`config.mk`:
```
export PLATFORM = sky130hd
export DESIGN_NAME = pic_reg_frontend
export DESIGN_NICKNAME = d
export VERILOG_FILES = /design/src/rtl/pic_regs_pkg.sv /design/src/rtl/pic_addr_decode.sv /design/src/rtl/pic_prio_bank.sv /design/src/rtl/pic_enable_bank.sv /design/src/rtl/pic_reg_frontend.sv
export SDC_FILE = /design/constraint.sdc
export NUM_CORES = 1
export LEC_CHECK = 0
export ABC_CLOCK_PERIOD_IN_PS = 5520
export BUFFER_PORTS_ARGS = -buffer_cell sky130_fd_sc_hd__buf_2
export CAP_MARGIN = 10
export CORE_MARGIN = 5
export CORE_UTILIZATION = 50
export CTS_CLUSTER_SIZE = 10
export DETAILED_ROUTE_END_ITERATION = 10
export GPL_TIMING_DRIVEN = 0
export PLACE_DENSITY = 0.79
export SLEW_MARGIN = 10
export SYNTH_ARGS = -nofsm -noshare
export SYNTH_HDL_FRONTEND = slang
export SYNTH_HIERARCHICAL = 1
export SYNTH_SLANG_ARGS = --single-unit
```
`constraint.sdc`:
```
create_clock -name clk -period 5.52 [get_ports clk]
set_input_delay 0 -clock clk [delete_from_list [all_inputs] [get_ports clk]]
set_output_delay 0 -clock clk [all_outputs]
set_load 0.005 [all_outputs]
```
`src/rtl/pic_regs_pkg.sv`:
```
// Package pic_regs_pkg
// Purpose : region bases, strides and the decoded-access record shared by the
//           interrupt controller register front end.
// Assumes : addresses are byte addresses and at most 32 bits wide.
package pic_regs_pkg;

    localparam int unsigned EN_BASE    = 32'h0000_2000;
    localparam int unsigned EN_SHIFT   = 7;             // 0x80 bytes per context
    localparam int unsigned CTX_BASE   = 32'h0020_0000;
    localparam int unsigned CTX_SHIFT  = 12;            // 0x1000 bytes per context
    localparam int unsigned SPACE_TOP  = 32'h0100_0000;
    localparam int unsigned REG_THRESH = 0;             // word index in control block
    localparam int unsigned REG_CLAIM  = 1;

    typedef struct packed {
        logic        prio_hit;
        logic        en_hit;
        logic        thr_hit;
        logic        claim_hit;
        logic [31:0] src;
        logic [31:0] word;
        logic [31:0] ctx;
    } pic_dec_t;

endpackage

```
`src/rtl/pic_addr_decode.sv`:
```
// Module pic_addr_decode
// Purpose : splits a byte address into region hits and indices.
// Assumes : purely combinational; the low two address bits are discarded;
//           every hit flag already excludes reserved and out-of-range targets.
module pic_addr_decode #(
    parameter int NUM_SRC = 32,
    parameter int NUM_CTX = 2,
    parameter int ADDR_W  = 24
) (
    input  logic [ADDR_W-1:0]          addr,
    output pic_regs_pkg::pic_dec_t     dec
);
    import pic_regs_pkg::*;

    localparam int NUM_WORDS = (NUM_SRC + 31) / 32;

    logic [31:0] a_word;
    logic [31:0] en_off;
    logic [31:0] cb_off;
    logic [31:0] en_ctx;
    logic [31:0] cb_ctx;
    logic [31:0] cb_reg;
    logic        in_prio;
    logic        in_en;
    logic        in_cb;

    // Align the address and compute region-relative offsets.
    always_comb begin
        a_word  = 32'(addr) & ~32'h3;
        en_off  = a_word - EN_BASE;
        cb_off  = a_word - CTX_BASE;
        en_ctx  = en_off >> EN_SHIFT;
        cb_ctx  = cb_off >> CTX_SHIFT;
        cb_reg  = (cb_off >> 2) & 32'h3FF;
        in_prio = a_word < EN_BASE;
        in_en   = (a_word >= EN_BASE) && (a_word < CTX_BASE);
        in_cb   = (a_word >= CTX_BASE) && (a_word < SPACE_TOP);
    end

    // Produce hit flags and indices for the banks.
    always_comb begin
        dec.src       = a_word >> 2;
        dec.word      = (en_off >> 2) & 32'h1F;
        dec.ctx       = in_en ? en_ctx : cb_ctx;
        dec.prio_hit  = in_prio && (dec.src != 32'd0) && (dec.src < 32'(NUM_SRC));
        dec.en_hit    = in_en && (en_ctx < 32'(NUM_CTX)) && (dec.word < 32'(NUM_WORDS));
        dec.thr_hit   = in_cb && (cb_ctx < 32'(NUM_CTX)) && (cb_reg == REG_THRESH);
        dec.claim_hit = in_cb && (cb_ctx < 32'(NUM_CTX)) && (cb_reg == REG_CLAIM);
    end

endmodule

```
`src/rtl/pic_prio_bank.sv`:
```
// Module pic_prio_bank
// Purpose : holds the per-source priority registers and serves reads.
// Assumes : source 0 has no storage and reads as zero; NUM_SRC >= 2.
module pic_prio_bank #(
    parameter int NUM_SRC = 32,
    parameter int PRIO_W  = 4
) (
    input  logic                        clk,
    input  logic                        rst_n,
    input  logic                        we,
    input  logic [31:0]                 idx,
    input  logic [PRIO_W-1:0]           wdata,
    output logic [NUM_SRC*PRIO_W-1:0]   prio_flat,
    output logic [PRIO_W-1:0]           rd_prio
);
    logic [PRIO_W-1:0] prio_q [1:NUM_SRC-1];

    // Store the priority of the addressed source.
    always_ff @(posedge clk) begin
        if (!rst_n) begin
            for (int s = 1; s < NUM_SRC; s++) prio_q[s] <= '0;
        end else if (we) begin
            for (int s = 1; s < NUM_SRC; s++)
                if (idx == 32'(s)) prio_q[s] <= wdata;
        end
    end

    // Flatten the array for the arbiters; slot 0 is tied low.
    assign prio_flat[PRIO_W-1:0] = '0;
    for (genvar g = 1; g < NUM_SRC; g++) begin : g_flat
        assign prio_flat[g*PRIO_W +: PRIO_W] = prio_q[g];
    end

    // Select the addressed priority for a read.
    always_comb begin
        rd_prio = '0;
        for (int s = 1; s < NUM_SRC; s++)
            if (idx == 32'(s)) rd_prio = prio_q[s];
    end

endmodule

```
`src/rtl/pic_enable_bank.sv`:
```
// Module pic_enable_bank
// Purpose : holds each context's enable bits and turns enable changes into
//           one-cycle pending-set and pending-clear pulses.
// Assumes : a set pulse uses the source level of the accepting cycle; the
//           source 0 enable bit is never stored as 1.
module pic_enable_bank #(
    parameter int NUM_SRC = 32,
    parameter int NUM_CTX = 2
) (
    input  logic                        clk,
    input  logic                        rst_n,
    input  logic                        we,
    input  logic [31:0]                 ctx,
    input  logic [31:0]                 word,
    input  logic [31:0]                 wdata,
    input  logic [NUM_SRC-1:0]          level,
    output logic [NUM_CTX*NUM_SRC-1:0]  en_flat,
    output logic [NUM_CTX*NUM_SRC-1:0]  set_flat,
    output logic [NUM_CTX*NUM_SRC-1:0]  clr_flat,
    output logic [31:0]                 rd_word
);
    for (genvar c = 0; c < NUM_CTX; c++) begin : g_ctx
        logic [NUM_SRC-1:0] en_q;
        logic [NUM_SRC-1:0] en_nx;
        logic [NUM_SRC-1:0] set_q;
        logic [NUM_SRC-1:0] clr_q;
        logic               hit;

        assign hit = we && (ctx == 32'(c));

        // Merge the written word into this context's enable vector.
        always_comb begin
            en_nx = en_q;
            for (int s = 0; s < NUM_SRC; s++)
                if (word == 32'(s / 32)) en_nx[s] = wdata[s % 32];
            en_nx[0] = 1'b0;
        end

        // Update enables and emit edge-derived pending pulses.
        always_ff @(posedge clk) begin
            if (!rst_n) begin
                en_q  <= '0;
                set_q <= '0;
                clr_q <= '0;
            end else begin
                set_q <= '0;
                clr_q <= '0;
                if (hit) begin
                    en_q  <= en_nx;
                    set_q <= en_nx & ~en_q & level;
                    clr_q <= en_q & ~en_nx;
                end
            end
        end

        assign en_flat [c*NUM_SRC +: NUM_SRC] = en_q;
        assign set_flat[c*NUM_SRC +: NUM_SRC] = set_q;
        assign clr_flat[c*NUM_SRC +: NUM_SRC] = clr_q;
    end

    // Select the addressed enable word for a read.
    always_comb begin
        rd_word = '0;
        for (int c = 0; c < NUM_CTX; c++)
            for (int s = 0; s < NUM_SRC; s++)
                if ((ctx == 32'(c)) && (word == 32'(s / 32)))
                    rd_word[s % 32] = en_flat[c*NUM_SRC + s];
    end

endmodule

```
`src/rtl/pic_reg_frontend.sv`:
```
// Module pic_reg_frontend
// Purpose : register front end of the interrupt controller. Accepts word
//           accesses, owns priorities and enables, and strobes the per-context
//           claim arbiters for threshold and claim/complete traffic.
// Assumes : one access is outstanding at a time; an access is taken when
//           bus_valid is high and bus_ready is low; answers one cycle later.
module pic_reg_frontend #(
    parameter int NUM_SRC = 32,
    parameter int NUM_CTX = 2,
    parameter int PRIO_W  = 4,
    parameter int ADDR_W  = 24,
    parameter int ID_W    = $clog2(NUM_SRC)
) (
    input  logic                        clk,
    input  logic                        rst_n,
    input  logic                        bus_valid,
    input  logic                        bus_write,
    input  logic [ADDR_W-1:0]           bus_addr,
    input  logic [31:0]                 bus_wdata,
    output logic [31:0]                 bus_rdata,
    output logic                        bus_ready,
    input  logic [NUM_SRC-1:0]          src_level,
    output logic [NUM_SRC*PRIO_W-1:0]   prio_o,
    output logic [NUM_CTX*NUM_SRC-1:0]  enable_o,
    output logic [NUM_CTX*NUM_SRC-1:0]  pend_set,
    output logic [NUM_CTX*NUM_SRC-1:0]  pend_clr,
    output logic [NUM_CTX-1:0]          thr_wr,
    output logic [NUM_CTX-1:0]          claim_rd,
    output logic [NUM_CTX-1:0]          complete_wr,
    output logic [31:0]                 ctx_wdata,
    input  logic [NUM_CTX*PRIO_W-1:0]   arb_thresh,
    input  logic [NUM_CTX*ID_W-1:0]     arb_claim_id
);
    import pic_regs_pkg::*;

    pic_dec_t           dec;
    logic               accept;
    logic               wr_acc;
    logic               rd_acc;
    logic [PRIO_W-1:0]  prio_rd;
    logic [31:0]        en_rd;
    logic [31:0]        rd_nx;

    assign accept = bus_valid && !bus_ready;
    assign wr_acc = accept && bus_write;
    assign rd_acc = accept && !bus_write;

    pic_addr_decode #(
        .NUM_SRC (NUM_SRC),
        .NUM_CTX (NUM_CTX),
        .ADDR_W  (ADDR_W)
    ) u_dec (
        .addr (bus_addr),
        .dec  (dec)
    );

    pic_prio_bank #(
        .NUM_SRC (NUM_SRC),
        .PRIO_W  (PRIO_W)
    ) u_prio (
        .clk       (clk),
        .rst_n     (rst_n),
        .we        (wr_acc && dec.prio_hit),
        .idx       (dec.src),
        .wdata     (bus_wdata[PRIO_W-1:0]),
        .prio_flat (prio_o),
        .rd_prio   (prio_rd)
    );

    pic_enable_bank #(
        .NUM_SRC (NUM_SRC),
        .NUM_CTX (NUM_CTX)
    ) u_en (
        .clk      (clk),
        .rst_n    (rst_n),
        .we       (wr_acc && dec.en_hit),
        .ctx      (dec.ctx),
        .word     (dec.word),
        .wdata    (bus_wdata),
        .level    (src_level),
        .en_flat  (enable_o),
        .set_flat (pend_set),
        .clr_flat (pend_clr),
        .rd_word  (en_rd)
    );

    // Choose the read data for the accepted address.
    always_comb begin
        rd_nx = '0;
        if (dec.prio_hit) begin
            rd_nx = 32'(prio_rd);
        end else if (dec.en_hit) begin
            rd_nx = en_rd;
        end else if (dec.thr_hit) begin
            for (int c = 0; c < NUM_CTX; c++)
                if (dec.ctx == 32'(c)) rd_nx = 32'(arb_thresh[c*PRIO_W +: PRIO_W]);
        end else if (dec.claim_hit) begin
            for (int c = 0; c < NUM_CTX; c++)
                if (dec.ctx == 32'(c)) rd_nx = 32'(arb_claim_id[c*ID_W +: ID_W]);
        end
    end

    // Register completion, read data and the per-context strobes.
    always_ff @(posedge clk) begin
        if (!rst_n) begin
            bus_ready   <= 1'b0;
            bus_rdata   <= '0;
            thr_wr      <= '0;
            claim_rd    <= '0;
            complete_wr <= '0;
            ctx_wdata   <= '0;
        end else begin
            bus_ready <= accept;
            bus_rdata <= rd_acc ? rd_nx : '0;
            if (wr_acc) ctx_wdata <= bus_wdata;
            for (int c = 0; c < NUM_CTX; c++) begin
                thr_wr[c]      <= wr_acc && dec.thr_hit   && (dec.ctx == 32'(c));
                claim_rd[c]    <= rd_acc && dec.claim_hit && (dec.ctx == 32'(c));
                complete_wr[c] <= wr_acc && dec.claim_hit && (dec.ctx == 32'(c));
            end
        end
    end

endmodule

```
# Word-level counts from Yosys, hierarchy flattened
# Memories as Yosys holds them, arrays and structs flattened.
# Index checks and enable logic that the tools add are counted.
# word_totals
regBits	261
mem_bits_rw	124
inputBits	110
out_inout_bits	391
elab_cells	458
n_memories	1
# mem_list
memory	depth	width	rd	rd_ports_with_merged_regs	write_ports	line	text
u_prio.prio_q	31	4	31	0	31	pic_prio_bank.sv:16	logic [PRIO_W-1:0] prio_q [1:NUM_SRC-1];
# classes
addsub	2
n_lt_le_gt_ge	9
eq_ne	33
mux	320
bitwise	43
reduce_logical	37
# ops
op	n
22-bit by 5-bit == test with 1-bit output, second input constant	16
4-bit 2-to-1 mux	64
1-bit 2-to-1 mux	249
32-bit bitwise AND	6
22-bit by 4-bit == test with 1-bit output, second input constant	8
32-bit 2-to-1 mux	5
32-bit NOT	4
32-bit logical NOT	3
22-bit by 3-bit == test with 1-bit output, second input constant	4
22-bit by 2-bit == test with 1-bit output, second input constant	2
32-bit nonzero test	1
1-bit OR	31
1-bit logical AND	27
25-bit by 1-bit == test with 1-bit output, second input constant	1
24-bit by 25-bit < comparator with 1-bit output, second input constant	1
25-bit by 2-bit < comparator with 1-bit output, second input constant	1
25-bit 2-to-1 mux	1
24-bit by 14-bit subtractor with 25-bit output, second input constant	1
24-bit by 22-bit subtractor with 25-bit output, second input constant	1
24-bit by 14-bit greater-or-equal comparator with 1-bit output, second input constant	1
24-bit by 22-bit greater-or-equal comparator with 1-bit output, second input constant	1
24-bit by 14-bit < comparator with 1-bit output, second input constant	1
24-bit by 22-bit < comparator with 1-bit output, second input constant	1
22-bit by 1-bit == test with 1-bit output, second input constant	1
9 further kinds	13

# Logic depth before layout (Yosys ltp)
# depth
ltp_word	33
mapped_depth	18
mapped_depth_nobuf	13

# Hierarchy
# Netlist, hierarchy kept.
# by_module_without_submodules
mod	instances	cells_each	area_each_um2	seq_area_each_um2
pic_prio_bank	1	615	6437.4	3723.6
pic_enable_bank	1	599	6274.8	3723.6
pic_reg_frontend	1	268	2571.2	1421.4
pic_addr_decode	1	180	1388.8	0.0

# Worst setup path after synthesis
# OpenSTA, ideal clock, no wires.
# synth_timing
path_type	in2reg
startpoint	input bus_addr[17]
endpoint	register bus_rdata[2]
setup_ns	0.087
arrival_ns	2.968
required_ns	5.433
path_slack_ns	2.465
cell_stages	16
n_path_buf	5
cell_sequence	buf_4 > or4_4 > buf_6 > nor2_8 > a21oi_4 > and3b_1 > buf_4 > nor4_1 > nand4_1 > nor4_4 > and2_0 > clkbuf_1 > buf_2 > a22o_1 > a22oi_1 > o31ai_1
# synth_rtl
item	line	text
from (decl)	pic_reg_frontend.sv:18	input logic [ADDR_W-1:0] bus_addr,
to (signal assigned)	pic_reg_frontend.sv:114	bus_rdata <= rd_acc ? rd_nx : '0;
to (decl)	pic_reg_frontend.sv:20	output logic [31:0] bus_rdata,

# Worst setup path in the final report
# layout_timing
startpoint	input bus_addr[2]
endpoint	register bus_rdata[3]
# layout_between
elab_chain_cells	33
word_cells_on_any_way	101
classes_between	add/sub (2); order compare (9); eq/ne (33); mux (42); reduce/logical (15)
# layout_rtl
item	line	text
22-bit by 1-bit == test with 1-bit output	pic_prio_bank.sv:38	if (idx == 32'(s)) rd_prio = prio_q[s];
4-bit 2-to-1 mux (30 in series)	pic_prio_bank.sv:38	
4-bit 2-to-1 mux (*)	pic_prio_bank.sv:38	
net prio_rd[3]	pic_reg_frontend.sv:40	logic [PRIO_W-1:0] prio_rd;
4-bit 2-to-1 mux (*)	pic_reg_frontend.sv:90	if (dec.prio_hit) begin
# The timed path passes the listed nets; every way through them passes the cells marked *.
# A chain may end at the register's enable or synchronous reset.

==> flow_summary.toml <==
[synthesis]
synthTopCellsByCount = "dfxtp_1, nand2_1, nor2_1, edfxtp_1, buf_4"
async_reset_ff_share_pct = 0
synthCells = 1662
synth-seq-area-share_pct = 53.19
yosysTopAreaCellShare_pct = 30.86
synth.distinct_cells = 87
yosysMostFrequentCell = "dfxtp_1"
synth_ff_type = "dfxtp_1"
ys_ff_latch = 381
synth_area_leaders = "dfxtp_1, edfxtp_1, nand2_1"
syn-cell-area_sq_mm = 0.01667
synth_top_area_cell = "dfxtp_1"
synth_edf_count = 124
yosysWarnings = 6
avgSynthCellArea_sq_um = 10.03

[clocking]
clkLatencyLatePin_ps = 550
cts_setup_buffers = 0
root_buffer = "clkbuf_16"
cts_made_buffers = 45
clk_path_buf_depth = 3
cts_resized = 0
cts.sinks = 381
cts_tree = "built"
htreeDepth = 2
clk_pin_slew_ps = 60

[critical_path]
arrival_ps = 4410
reg2reg_slack_ps = 1910
rr_worst_depth = 5
crit_required_ps = 5990
critPathKind = "primary input to flip-flop"
startpoint = "bus_addr[2]"
r2r_end = "u_prio/prio_q[0][8]"
crit_path_max_fanout = 10
crit_path_start_kind = "primary input"
rr_startpoint = "bus_ready"
endpoint_kind = "flip-flop"

[floorplan]
rows = 66
core_sq_mm = 0.03270
die_h_um = 192.6
die_area_sq_mm = 0.03710
die_w_um = 192.6
initial_core_util_pct = 50.98
io_pins = 501

[detailed_routing]
drtAntennaViolNets = 0
drt-total-wl_mm = 67.91
num_vias = 16436
drc = 0
drt_iter0_drc = 1675
dr.pass1.iters = 5
viasPerCell = 5.874
avgRoutedWirePerCell_um = 24.27

[placed_design]
dp_hpwl_mm = 49.84
port_buffers = 482
gp_congestion = 0.9867

[sta]
fmax_mhz = 254.0
timing.max_slew.rel_slack_pct = 33.23
fin_skew_ps = 16.21
hold_violations = 0
drv_slew = 0
setup_viol = 0
finalSetupTns_ps = 0
fin_crit_sh_pct = 71.32
whs_ps = 22.52
tightest_slew_ps = 995.5
finalCriticalPeriod_ps = 3937
rsz0062_at_grt = "false"

[power]
p_int_mw = 4.689
seq_power_share_pct = 48.9
p_clk_share_pct = 42.6
power.share.switching_pct = 23.76
ir_drop_v = 0.0002606
combPwrFrac_pct = 8.5
power.switching_mw = 1.461
power_density_mw_per_mm2 = 279.5
leakagePower_nw = 9.337

[cells_and_area]
final_net_count = 2451
area_growth_pct = 31.96
final_layout_size_suffix_gt1_share_pct = 29.83

[grt]
grt_pass1_wl_mm = 98.34
grt_use_total_pct = 34.83
grt_max_degree = 12
overflow = 0
grt_pass1_vias = 16123
grt_antenna_before_repair = 5

[hold_path]
hold_path_depth = 5
hold_class = "primary input to flip-flop"
hold_end = "bus_rdata[0]"
hp-start = "arb_claim_id[0]"

[flow_run]
cap_violations = 0

[run_status]
status = "finished clean"
-- cell type report --
cell class | count | area [sq um]
timing repair buffer | 574 | 3333
clock buffer | 61 | 1207
fill | 2565 | 10700
inverter | 16 | 60.06
multi-input combinational | 1124 | 6808
buffer | 193 | 1131
sequential | 381 | 8869
tap | 442 | 553.0
antenna | 3 | 7.507
clock inverter | 4 | 32.53
-- layout by cell type, fill, tap and decap left out, types with 6 or more instances in the layout --
| cell | instances |
|---|---|
| buf_4 | 93 |
| dfxtp_1 | 257 |
| nand2_1 | 249 |
| a31oi_1 | 7 |
| a22oi_1 | 6 |
| nor3_1 | 80 |
| mux2i_1 | 89 |
| a21boi_0 | 32 |
| o31ai_1 | 8 |
| buf_2 | 504 |
| nor4_1 | 43 |
| or4_1 | 6 |
| ha_1 | 6 |
| nor3b_1 | 65 |
| nor2_1 | 143 |
| mux2_2 | 22 |
| edfxtp_1 | 124 |
| xnor2_1 | 6 |
| nand2b_1 | 8 |
| a21oi_1 | 26 |
| inv_1 | 12 |
| o22ai_1 | 11 |
| clkbuf_1 | 88 |
| nand4_1 | 11 |
| conb_1 | 55 |
| nand3_1 | 17 |
| a22o_1 | 33 |
| nor2b_1 | 8 |
| and3_1 | 7 |
| dlygate4sd3_1 | 92 |
| o21ai_0 | 50 |
| and2_1 | 30 |
| clkbuf_16 | 46 |
-- worst max path at each step --
stage / end / cells past startpoint / slack [ps]
floorplan: bus_rdata[2] / 16 / 2460
global placement: u_en/g_ctx[0].clr_q[27] / 15 / 1430
detailed placement: u_en/g_ctx[1].clr_q[16] / 15 / 1390
CTS: bus_rdata[3] / 15 / 1840
global route: u_en/g_ctx[1].set_q[5] / 15 / 1610
finish: bus_rdata[3] / 15 / 1580
-- cell families (layout without fill, tap and decap cells) --
logic type,count (synthesis),after routing,synth area share (%)
AND/OR/NAND/NOR,708,708,21.43
XOR/XNOR,7,7,0.3677
AO/OA/AOI/OAI,232,232,9.981
flip-flops,381,381,53.19
adder cells (fa/ha/maj),6,6,0.4503
other,3,58,0.06754
buffers and inverters,209,848,7.144
multiplexers,116,116,7.370
-- state kept, by name, summed over array words and instances, names as in the netlist --
name / cells
thr_wr: 2
bus_rdata: 32
u_en/g_ctx.clr_q: 62
ctx_wdata: 32
claim_rd: 2
bus_ready: 1
u_en/g_ctx.en_q: 62
complete_wr: 2
u_prio/prio_q: 124
u_en/g_ctx.set_q: 62
-- what timing repair did --
action,CTS,global route
hold buffers,92,0
endpoints found under the hold margin,230,0
endpoints found under the setup margin,0,0
-- stage by stage --
step	power (mW)	cell area [sq um]	setup slack, ps	std cells	utilization [%]
floorplan	3.284	16870	2465	1714	-
global placement	3.511	19830	1431	2638	60.65
detailed placement	3.517	19830	1387	2638	60.65
CTS	6.131	21990	1839	2795	67.26
global route	6.321	22000	1614	2798	67.28
finish	6.150	22000	1583	2798	67.28
-- power by group through the flow --
stage                     clock network (mW)  logic (mW)  registers [mW]
after floorplan                            0       0.241            3.04
after global placement                     0       0.448            3.06
after detailed placement                   0       0.453            3.06
after CTS                               2.62       0.507            3.01
after global routing                    2.75       0.557            3.01
final                                   2.62       0.523            3.01
-- per-layer routing --
metal,GRT usage [%],wire length (um),vias to the layer above
li1,-,-,7145
met1,42.59,24860,7880
met2,58.94,32440,1179
met3,8.104,7349,230
met4,15.11,3248,2
met5,0,12,-
-- worst max-delay path, cell delays in order --
cell           delay, ps
dlygate4sd3_1        520
buf_2                180
buf_4                150
clkbuf_1             440
nor2b_1              240
clkbuf_1             610
a22o_1               300
a21oi_1              100
o32ai_1              300
a32oi_1              240
o211ai_1             240
o2111ai_1            240
a31oi_1              540
a22oi_1              180
o31ai_1              100
No activity file was read; power rests on OpenSTA's default activity.
